===== config.mk =====
export PLATFORM = sky130hd
export DESIGN_NAME = digit_shifter
export DESIGN_NICKNAME = d
export VERILOG_FILES = /design/src/rtl/rshift_pkg.sv /design/src/rtl/rs_amount_decode.sv /design/src/rtl/rs_onehot_mux.sv /design/src/rtl/digit_shifter.sv
export SDC_FILE = /design/constraint.sdc
export NUM_CORES = 1
export LEC_CHECK = 0
export ABC_CLOCK_PERIOD_IN_PS = 1100
export CORE_AREA = 2 2 49 51
export DETAILED_ROUTE_END_ITERATION = 16
export DIE_AREA = 0 0 51 53
export GPL_TIMING_DRIVEN = 1
export PLACE_DENSITY = 0.82
export SYNTH_ARGS = -nofsm -noshare
export SYNTH_HDL_FRONTEND = slang
export SYNTH_SLANG_ARGS = --single-unit

===== constraint.sdc =====
create_clock -name vclk -period 1.1
set_input_delay 0.11 -clock vclk [all_inputs]
set_output_delay 0.11 -clock vclk [all_outputs]
set_load 0.05 [all_outputs]

===== src/rtl/rshift_pkg.sv =====
`timescale 1ns/1ps
package rshift_pkg;

    typedef enum logic [1:0] {
        MODE_SHR  = 2'b00,
        MODE_SHL  = 2'b01,
        MODE_ROR  = 2'b10,
        MODE_PASS = 2'b11
    } shift_mode_e;

endpackage


===== src/rtl/rs_amount_decode.sv =====
`timescale 1ns/1ps
module rs_amount_decode #(
    parameter int AMT_W = 2,
    parameter int WAYS  = 4
) (
    input  logic [AMT_W-1:0] amt_i,
    output logic [WAYS-1:0]  hot_o
);

    always_comb begin
        for (int i = 0; i < WAYS; i++) begin
            hot_o[i] = (amt_i == AMT_W'(i));
        end
    end

endmodule


===== src/rtl/rs_onehot_mux.sv =====
`timescale 1ns/1ps
module rs_onehot_mux #(
    parameter int WIDTH = 2,
    parameter int WAYS  = 4
) (
    input  logic [WAYS-1:0]       hot_i,
    input  logic [WAYS*WIDTH-1:0] cand_i,
    output logic [WIDTH-1:0]      pick_o
);

    always_comb begin
        pick_o = '0;
        for (int i = 0; i < WAYS; i++) begin
            if (hot_i[i]) begin
                pick_o = pick_o | cand_i[i*WIDTH +: WIDTH];
            end
        end
    end


    always_comb begin
        sel_onehot_chk: assert ($countones(hot_i) == 1)
            else $error("amount select is not one-hot: %b", hot_i);
    end

endmodule


===== src/rtl/digit_shifter.sv =====
`timescale 1ns/1ps
module digit_shifter #(
    parameter  int DIGITS  = 4,
    parameter  int DIGIT_W = 2,
    localparam int AMT_W   = $clog2(DIGITS),
    localparam int LINKS   = DIGITS - 1,
    localparam int WORD_W  = DIGITS * DIGIT_W,
    localparam int LINK_W  = LINKS * DIGIT_W
) (
    input  logic [1:0]        mode_i,
    input  logic [AMT_W-1:0]  amt_i,
    input  logic [WORD_W-1:0] word_i,
    input  logic [LINK_W-1:0] fill_lo_i,
    input  logic [LINK_W-1:0] fill_hi_i,
    output logic [WORD_W-1:0] word_o,
    output logic [LINK_W-1:0] spill_hi_o,
    output logic [LINK_W-1:0] spill_lo_o
);
    import rshift_pkg::*;

    localparam int CAND_W = DIGITS * DIGIT_W;

    typedef struct packed {
        logic [WORD_W-1:0] word;
        logic [LINK_W-1:0] up;
        logic [LINK_W-1:0] dn;
    } result_t;

    logic [DIGIT_W-1:0] src_dig [DIGITS];
    logic [DIGIT_W-1:0] lo_dig  [LINKS];
    logic [DIGIT_W-1:0] hi_dig  [LINKS];
    logic [DIGITS-1:0]  amt_hot;
    logic [WORD_W-1:0]  shr_word;
    logic [WORD_W-1:0]  shl_word;
    logic [WORD_W-1:0]  ror_word;
    logic [LINK_W-1:0]  shl_spill;
    logic [LINK_W-1:0]  shr_spill;
    result_t            res_d;

    // split ports into digit arrays
    generate
        for (genvar d = 0; d < DIGITS; d++) begin : gen_src
            assign src_dig[d] = word_i[d*DIGIT_W +: DIGIT_W];
        end
        for (genvar m = 0; m < LINKS; m++) begin : gen_fill
            assign lo_dig[m] = fill_lo_i[m*DIGIT_W +: DIGIT_W];
            assign hi_dig[m] = fill_hi_i[m*DIGIT_W +: DIGIT_W];
        end
    endgenerate

    rs_amount_decode #(
        .AMT_W (AMT_W),
        .WAYS  (DIGITS)
    ) u_dec (
        .amt_i (amt_i),
        .hot_o (amt_hot)
    );

    // one lane per result digit and mode; candidate k is the source for amount k
    generate
        for (genvar j = 0; j < DIGITS; j++) begin : gen_word
            logic [CAND_W-1:0] c_shr;
            logic [CAND_W-1:0] c_shl;
            logic [CAND_W-1:0] c_ror;
            for (genvar k = 0; k < DIGITS; k++) begin : gen_amt
                if (j + k < DIGITS) begin : g_shr_in
                    assign c_shr[k*DIGIT_W +: DIGIT_W] = src_dig[j+k];
                end else begin : g_shr_fill
                    assign c_shr[k*DIGIT_W +: DIGIT_W] = hi_dig[j+k-DIGITS];
                end
                if (j >= k) begin : g_shl_in
                    assign c_shl[k*DIGIT_W +: DIGIT_W] = src_dig[j-k];
                end else begin : g_shl_fill
                    assign c_shl[k*DIGIT_W +: DIGIT_W] = lo_dig[j];
                end
                assign c_ror[k*DIGIT_W +: DIGIT_W] = src_dig[(j+k) % DIGITS];
            end
            rs_onehot_mux #(.WIDTH(DIGIT_W), .WAYS(DIGITS)) u_shr (
                .hot_i  (amt_hot),
                .cand_i (c_shr),
                .pick_o (shr_word[j*DIGIT_W +: DIGIT_W])
            );
            rs_onehot_mux #(.WIDTH(DIGIT_W), .WAYS(DIGITS)) u_shl (
                .hot_i  (amt_hot),
                .cand_i (c_shl),
                .pick_o (shl_word[j*DIGIT_W +: DIGIT_W])
            );
            rs_onehot_mux #(.WIDTH(DIGIT_W), .WAYS(DIGITS)) u_ror (
                .hot_i  (amt_hot),
                .cand_i (c_ror),
                .pick_o (ror_word[j*DIGIT_W +: DIGIT_W])
            );
        end

        for (genvar m = 0; m < LINKS; m++) begin : gen_link
            logic [CAND_W-1:0] c_up;
            logic [CAND_W-1:0] c_dn;
            for (genvar k = 0; k < DIGITS; k++) begin : gen_amt
                if (m < k) begin : g_out
                    assign c_up[k*DIGIT_W +: DIGIT_W] = src_dig[DIGITS-k+m];
                    assign c_dn[k*DIGIT_W +: DIGIT_W] = src_dig[m];
                end else begin : g_idle
                    assign c_up[k*DIGIT_W +: DIGIT_W] = '0;
                    assign c_dn[k*DIGIT_W +: DIGIT_W] = '0;
                end
            end
            rs_onehot_mux #(.WIDTH(DIGIT_W), .WAYS(DIGITS)) u_up (
                .hot_i  (amt_hot),
                .cand_i (c_up),
                .pick_o (shl_spill[m*DIGIT_W +: DIGIT_W])
            );
            rs_onehot_mux #(.WIDTH(DIGIT_W), .WAYS(DIGITS)) u_dn (
                .hot_i  (amt_hot),
                .cand_i (c_dn),
                .pick_o (shr_spill[m*DIGIT_W +: DIGIT_W])
            );
        end
    endgenerate

    // mode select
    always_comb begin
        res_d = '0;
        case (shift_mode_e'(mode_i))
            MODE_SHR: begin
                res_d.word = shr_word;
                res_d.dn   = shr_spill;
            end
            MODE_SHL: begin
                res_d.word = shl_word;
                res_d.up   = shl_spill;
            end
            MODE_ROR: begin
                res_d.word = ror_word;
            end
            default: begin
                res_d.word = word_i;
            end
        endcase
    end

    assign word_o     = res_d.word;
    assign spill_hi_o = res_d.up;
    assign spill_lo_o = res_d.dn;

    // numeric cross-checks of the lane network
    logic [WORD_W-1:0]   keep_mask;
    logic [LINK_W-1:0]   lost_mask;
    logic [2*WORD_W-1:0] unrot;

    always_comb begin
        keep_mask = {WORD_W{1'b1}} >> (DIGIT_W * amt_i);
        lost_mask = ~({LINK_W{1'b1}} << (DIGIT_W * amt_i));
        unrot     = {word_o, word_o} << (DIGIT_W * amt_i);
        if (mode_i == MODE_SHR) begin

            shr_quotient_chk: assert ((word_o & keep_mask) == (word_i >> (DIGIT_W * amt_i)))
                else $error("right shift quotient mismatch");

            shr_spill_chk: assert (spill_lo_o == (LINK_W'(word_i) & lost_mask))
                else $error("right shift spill mismatch");

            shr_quiet_chk: assert (spill_hi_o == '0)
                else $error("high spill active in right shift");
        end
        if (mode_i == MODE_SHL) begin

            shl_product_chk: assert (({spill_hi_o, word_o} >> (DIGIT_W * amt_i)) == {{LINK_W{1'b0}}, word_i})
                else $error("left shift product mismatch");

            shl_quiet_chk: assert (spill_lo_o == '0)
                else $error("low spill active in left shift");
        end
        if (mode_i == MODE_ROR) begin

            ror_inverse_chk: assert (unrot[2*WORD_W-1:WORD_W] == word_i && spill_hi_o == '0 && spill_lo_o == '0)
                else $error("rotation not invertible");
        end
        if (mode_i == MODE_PASS) begin

            pass_through_chk: assert (word_o == word_i && spill_hi_o == '0 && spill_lo_o == '0)
                else $error("pass-through altered data");
        end
        if (amt_i == '0) begin

            zero_amount_chk: assert (word_o == word_i && spill_hi_o == '0 && spill_lo_o == '0)
                else $error("zero amount altered data");
        end
    end

endmodule


==> run metrics, run 1 <==
placed insts 223; Run Error [ERROR DPL-0038] Utilization greater than 100%, impossible to legalize; Die W 51 um; port bufs 44; hpwl dp 3290 um; Fail Step clock tree synthesis (4_1_cts); Initial Utilization 0.345; Resized cells post-CTS 127; Seq/Total Area, Yosys 0; Synth Instances 112; row cnt 17; Setup Fix Bufs, Post-CTS 14; Hold Buf Count CTS 0; synthesized cell area 741 sq um; Synth cell types 33; Chip Height 53 um; warnings from Yosys 0; Ports 44; Placer Congestion 0.925; status did not finish; Post-Syn Nets 136; syn_area_per_cell 6.61 sq um
-- cells in the mapped netlist --
cell type  count  area, sq um
o221a_1        1         11.3
a211oi_1       1         7.51
a221oi_1       1         8.76
buf_6          2         22.5
nor2_1        16         60.1
or2_1          1         6.26
o21a_1         1         7.51
nand3_1        1         5.00
o21ai_1        5         25.0
nand2_1       16         60.1
mux4_2         3         67.6
a211o_1        1         8.76
a32oi_1        2         17.5
o32ai_1        2         17.5
nand2b_1       3         18.8
and3_1         5         31.3
a22oi_1        3         22.5
nor3_1         1         5.00
a21o_1         1         7.51
a2111oi_0      1         8.76
nor2b_1        2         12.5
clkbuf_1       3         11.3
a21oi_1        8         40.0
o22ai_1        4         25.0
nand3b_1       1         7.51
mux2i_1       10          100
mux2_1         3         33.8
inv_1          4         15.0
buf_2          5         25.0
mux2_2         2         22.5
o311ai_1       1         8.76
mux2_4         1         15.0
o21ai_0        1         5.00
-- through the flow --
stage / hold WS [ns] / TNS, ns / setup WS (ns) / area (sq um)
floorplan: 0.384 / -1.04 / -0.188 / 947
global placement: 0.997 / -12.52 / -0.813 / 1890
detailed placement: 1.01 / -13.78 / -0.874 / 1890
-- cells by family after synthesis --
family | count (synthesis) | synth area share
and+or+nand+nor | 46 | 0.279
AOI/OAI and AO/OA | 33 | 0.299
muxes | 19 | 0.323
buffers and inverters | 14 | 0.0996
==> inputs of run 2 (changes only) <==
ABC_CLOCK_PERIOD_IN_PS = 1400   (was 1100)
CORE_AREA = 2 2 63 65   (was 2 2 49 51)
DIE_AREA = 0 0 65 67   (was 0 0 51 53)
PLACE_DENSITY = not set   (was 0.82)
PLACE_DENSITY_LB_ADDON = 0.15   (was not set)
clock period = 1.4 ns   (was 1.1 ns; I/O delays follow)
==> run 2 against run 1 <==
- the flow now finishes, with violations (negative setup slack)
- synthesized cell count unchanged
- synthesized area did not move
==> run metrics, run 2 <==
LEAKAGE 0.897 nW; first-pass GRT wire length 5850 um; Die W 65 um (+27%); Total Routed Length 3800 um; syn_area_per_cell 6.61 sq um (unchanged); hold path cells 5; Yosys top cell by area mux2i_1; worst-path fanout max 6; Synth Instances 112 (unchanged); largest net degree at the start of global routing 11; DR vias/cell 4.84; Post-synth top cells 16 x nand2_1, 16 x nor2_1, 10 x mux2i_1, 8 x a21oi_1; seq_cells 0; Max-slew headroom 0.692; Max Cap Viol 0; Critical Path Start Type input port; row cnt 22 (+5); main area contributors after synthesis mux2i_1 14%, mux4_2 9.1%, nand2_1 8.1%; initial antenna violation count 0; Post-Syn Nets 136 (unchanged); status finished, violations left; WL per Instance 15.6 um; Tcrit/Tclk final 1.09; Ports 44 (unchanged); antenna-violating nets left 0; Final Hold Vio Count 0; commonest non-fill, non-tap cell in the layout buf_4; top-area cell type share of the netlist area 0.135 (unchanged); worst vdd ir 0.281 mV; Total GRT Usage 0.170; fmax 0.657 GHz; final setup margin -0.122 ns; Total Die Area 4360 sq um; routed vias 1182; final core area utilization 0.571; initial drt markers 56; hpwl dp 2580 um (-22%); crit end category output port; Synth-to-Final Area Change 178%; Core Box Area 3610 sq um; CP required 1.26 ns; RSZ-0062 raised after global routing true; CP arrival 1.38 ns; synthesized cell area 741 sq um (unchanged); FF/Latch Area 0 sq um; Slew Limit Fails 0; Chip Height 67 um (+26%); Synth cell types 33 (unchanged); grt total ovfl 0; failing checks negative setup slack; Hold Buf Count CTS 0 (unchanged); critical path type input port to output port; vias in the first global route 1214; minimum clock period 1.52 ns; Final nets 222; port bufs 44 (unchanged); Seq/Total Area, Yosys 0 (unchanged); most frequent cells in the layout 38 x buf_4, 21 x buf_12, 13 x nand2_1; warnings from Yosys 0 (unchanged); Residual DRC 0; worst slew pin tran 0.460 ns; Placer Congestion 0.785 (-15%); fin area 2060 sq um; Power Density 405 nW/um^2; Tot Pwr 0.835 mW; Setup violations, final 9; share of layout cells above drive strength 1 0.658; Pre-antenna DRT Iters 4; ant diodes 0; Post-DP Area 1750 sq um (-7.3%); worst min path class input port to output port; Clock Buffer Count 0; Initial Utilization 0.205 (-0.139)
run 2: final cells by class:
type               count  area (sq um)
inverters              4          15.0
well taps             48          60.1
fillers              331          1550
multi-input cells     98           920
repair buffers        94          1070
run 2: where the power goes:
part / total, mW / internal [mW] / switching, mW / leakage, nW
registers: 0 / 0 / 0 / 0
logic: 0.835 / 0.426 / 0.410 / 0.897
clock network: 0 / 0 / 0 / 0
run 2: worst paths after layout:
path / start / end
max: amt_i[0] / word_o[4]
min: amt_i[1] / spill_hi_o[1]
run 2: routing by layer:
layer | wire [um] | GRT usage | up-vias
li1 | - | - | 588
met2 | 1930 | 0.322 | 37
met3 | 135 | 0.00845 | 4
met4 | 66 | 0.0186 | 0
met5 | 0 | 0 | -
met1 | 1670 | 0.217 | 553
run 2: through the flow:
step / hold slack, ns / setup WS, ns / cells / TNS [ns]
5_1_grt: 0.852 / -0.155 / 244 / -0.750
3_5_place_dp: 1.07 / -0.596 / 236 / -8.53
6_report: 0.830 / -0.122 / 244 / -0.529
4_1_cts: 0.866 / -0.152 / 246 / -0.513
2_1_floorplan: 0.440 / -0.196 / 112 / -0.869
3_3_place_gp: 1.07 / -0.579 / 236 / -8.53
run 2: worst max-delay path, stage by stage:
cell	delay [ns]
buf_8	0.10
buf_12	0.13
buf_12	0.14
buf_12	0.14
o21ai_4	0.20
o21a_1	0.15
o221a_1	0.23
buf_12	0.15
run 2: cell families after synthesis:
group | synth area share
and+or+nand+nor | 0.279
AOI/OAI and AO/OA | 0.299
muxes | 0.323
buffers and inverters | 0.0996
run 2: what timing repair did:
| action | 4_1_cts | 5_1_grt |
|---|---|---|
| buffers inserted | 9 | 0 |
| gates cloned | 2 | 0 |
| gates resized for setup | 91 | 19 |
| setup endpoints to repair | 20 | 16 |
| pin swaps | 23 | 11 |
Note: power is estimated with default switching activity, not from simulation.
==> inputs of run 3 (changes only) <==
CORE_AREA = 8 8 69 71   (was 2 2 63 65)
DIE_AREA = 0 0 77 79   (was 0 0 65 67)
GPL_TIMING_DRIVEN = 0   (was 1)
==> run 3 against run 2 <==
- the run still ends with negative setup slack left
- clock-buffer cell count is the same
- critical path depth fell by 1
- flip-flop and latch count stayed put
- worst setup slack got worse by 0.0032 ns
- routed wire length grew 2.1%
- fmax fell by 0.21%
- via count shrank 6.4%
- first-iteration DRC count rose by 13%
- critical endpoint is now word_o[5]
- largest cell class is now multi-input gates
==> run metrics, run 3 (synthesis gave the netlist of run 2 again) <==
Pre-antenna DRT Iters 4 (unchanged); DR vias/cell 5.07 (+4.7%); Global Route met1 Usage 0.144 (-0.0723); share of layout cells above drive strength 1 0.589 (-0.0689); hpwl dp 2660 um (+3.3%); Post-Route Setup TNS -0.243 ns (+0.286 ns); FF/Latch Area 0 sq um (unchanged); logic gate share of total power 1.000 (about the same); seq_cells 0 (unchanged); Max Cap Viol 0 (unchanged); Core Box Area 3800 sq um (+5.3%); worst-path fanout max 5 (-1); Multi-input gate area 892 sq um (-3.0%); minimum clock period 1.52 ns (+0.00322 ns); Clock power frac 0 (unchanged); sw frac 0.560 (+0.0697); Synth-to-Final Area Change 112%; Total GRT Usage 0.119 (-0.0509); first-pass GRT wire length 6030 um (+3.1%); most used routing layer met2; largest net degree at the start of global routing 11 (unchanged); worst slew pin tran 0.341 ns (-0.119 ns); Hold Buf Count CTS 0 (unchanged); CP Cell Sequence buf_8 > buf_8 > mux2_4 > a32oi_2 > o22ai_1 > a211o_1 > buf_6; failing checks negative setup slack; RSZ-0062 raised after global routing true; crit end category output port; Total Routed Length 3880 um (+2.1%); most frequent cells in the layout 16 x buf_4, 15 x nand2_1, 13 x buf_2; hold path cells 4 (-1); sequential share of power 0 (unchanged); port bufs 43 (-2.3%); ant diodes 0 (unchanged); Initial Utilization 0.195 (-0.0104); fmax 0.656 GHz (-0.21%); Placer Congestion 0.821 (+4.6%); Total Die Area 6080 sq um (+40%); antenna-violating nets left 0 (unchanged); Power Density 429 nW/um^2 (+5.8%); worst slack at placement -1.28 ns (-0.684 ns); WL per Instance 17.8 um (+14%); routed vias 1106 (-6.4%); CP required 1.26 ns (about the same); initial antenna violation count 0 (unchanged); CP Buf/Inv Count 3 (-2); LEAKAGE 0.707 nW (-21%); met3 Resource Use GR 0.00903 (+0.000583); Crit path top cell by count buf_8; Slew Limit Fails 0 (unchanged); WHS Endpoint word_o[1]; Slowest-stage cell, CP mux2_4; vias in the first global route 1150 (-5.3%); internal power 0.297 mW (-30%); status finished, violations left; met2 Track Usage GR 0.227 (-0.0953); Clock Buffer Count 0 (unchanged); final setup margin -0.125 ns (-0.00322 ns); worst vdd ir 0.126 mV (-55%); Final Hold Vio Count 0 (unchanged); CP max stage delay 0.30 ns (+0.07 ns); Max-slew headroom 0.772 (+0.0803); Top delay family on crit path compound AO/OA/AOI/OAI gates; Setup violations, final 3 (-6); Fill cells 429 (+30%); Critical Path Start Type input port; initial drt markers 63 (+13%); Chip Height 79 um (+18%); CP arrival 1.38 ns (about the same); Tcrit/Tclk final 1.09 (+0.00230); worst min path class input port to output port; commonest non-fill, non-tap cell in the layout buf_4; Residual DRC 0 (unchanged); row cnt 23 (+4.5%); grt total ovfl 0 (unchanged); critical path type input port to output port; Die W 77 um (+18%); hold path startpoint word_i[1]; net switching power 0.378 mW (-7.8%); Ports 44 (unchanged); Final nets 194 (-13%)
## run 3: power groups by stage
stage	Combinational (mW)	Sequential [mW]	Clock [mW]
after floorplan	0.344	0	0
after global placement	0.544	0	0
after detailed placement	0.545	0	0
after CTS	0.647	0	0
after global routing	0.709	0	0
final	0.674	0	0
## run 3: how the worst max path moves through the flow
stage	cells after the start	slack (ns)	endpoint	start
floorplan	4	-0.20	spill_hi_o[5]	amt_i[1]
global placement	8	-1.28	word_o[2]	amt_i[0]
global route	7	-0.14	word_o[5]	amt_i[0]
CTS	7	-0.12	word_o[5]	amt_i[0]
finish	7	-0.12	word_o[5]	amt_i[0]
detailed placement	8	-1.28	word_o[2]	amt_i[0]
## run 3: what timing repair did
action | 4_1_cts | 5_1_grt
cloned | 2 | 0
setup endpoints to repair | 20 | 18
resized for setup | 205 | 30
buffers inserted | 8 | 5
pin swaps | 18 | 10
## run 3: final cells by class
type | instances | area share
buffer | 9 | 0.0645
multi-input combinational | 98 | 0.568
inverter | 4 | 0.00955
tap | 50 | 0.0398
timing repair buffer | 57 | 0.318
## run 3: through the flow
step           instances   util  cell area (sq um)  hold WS [ns]  power [mW]
5_1_grt              218  0.414               1570         0.781       0.709
2_1_floorplan        112      -                791         0.440       0.344
3_5_place_dp         205  0.338               1280          1.55       0.545
6_report             218  0.414               1570         0.758       0.674
3_3_place_gp         205  0.338               1280          1.55       0.544
4_1_cts              214  0.404               1540         0.751       0.647
## run 3: metal layers
| layer | part of all wire | up-vias |
|---|---|---|
| met1 | 0.42 | 535 |
| met5 | 0 | - |
| met3 | 0.031 | 4 |
| li1 | - | 533 |
| met4 | 0.010 | 0 |
| met2 | 0.54 | 34 |
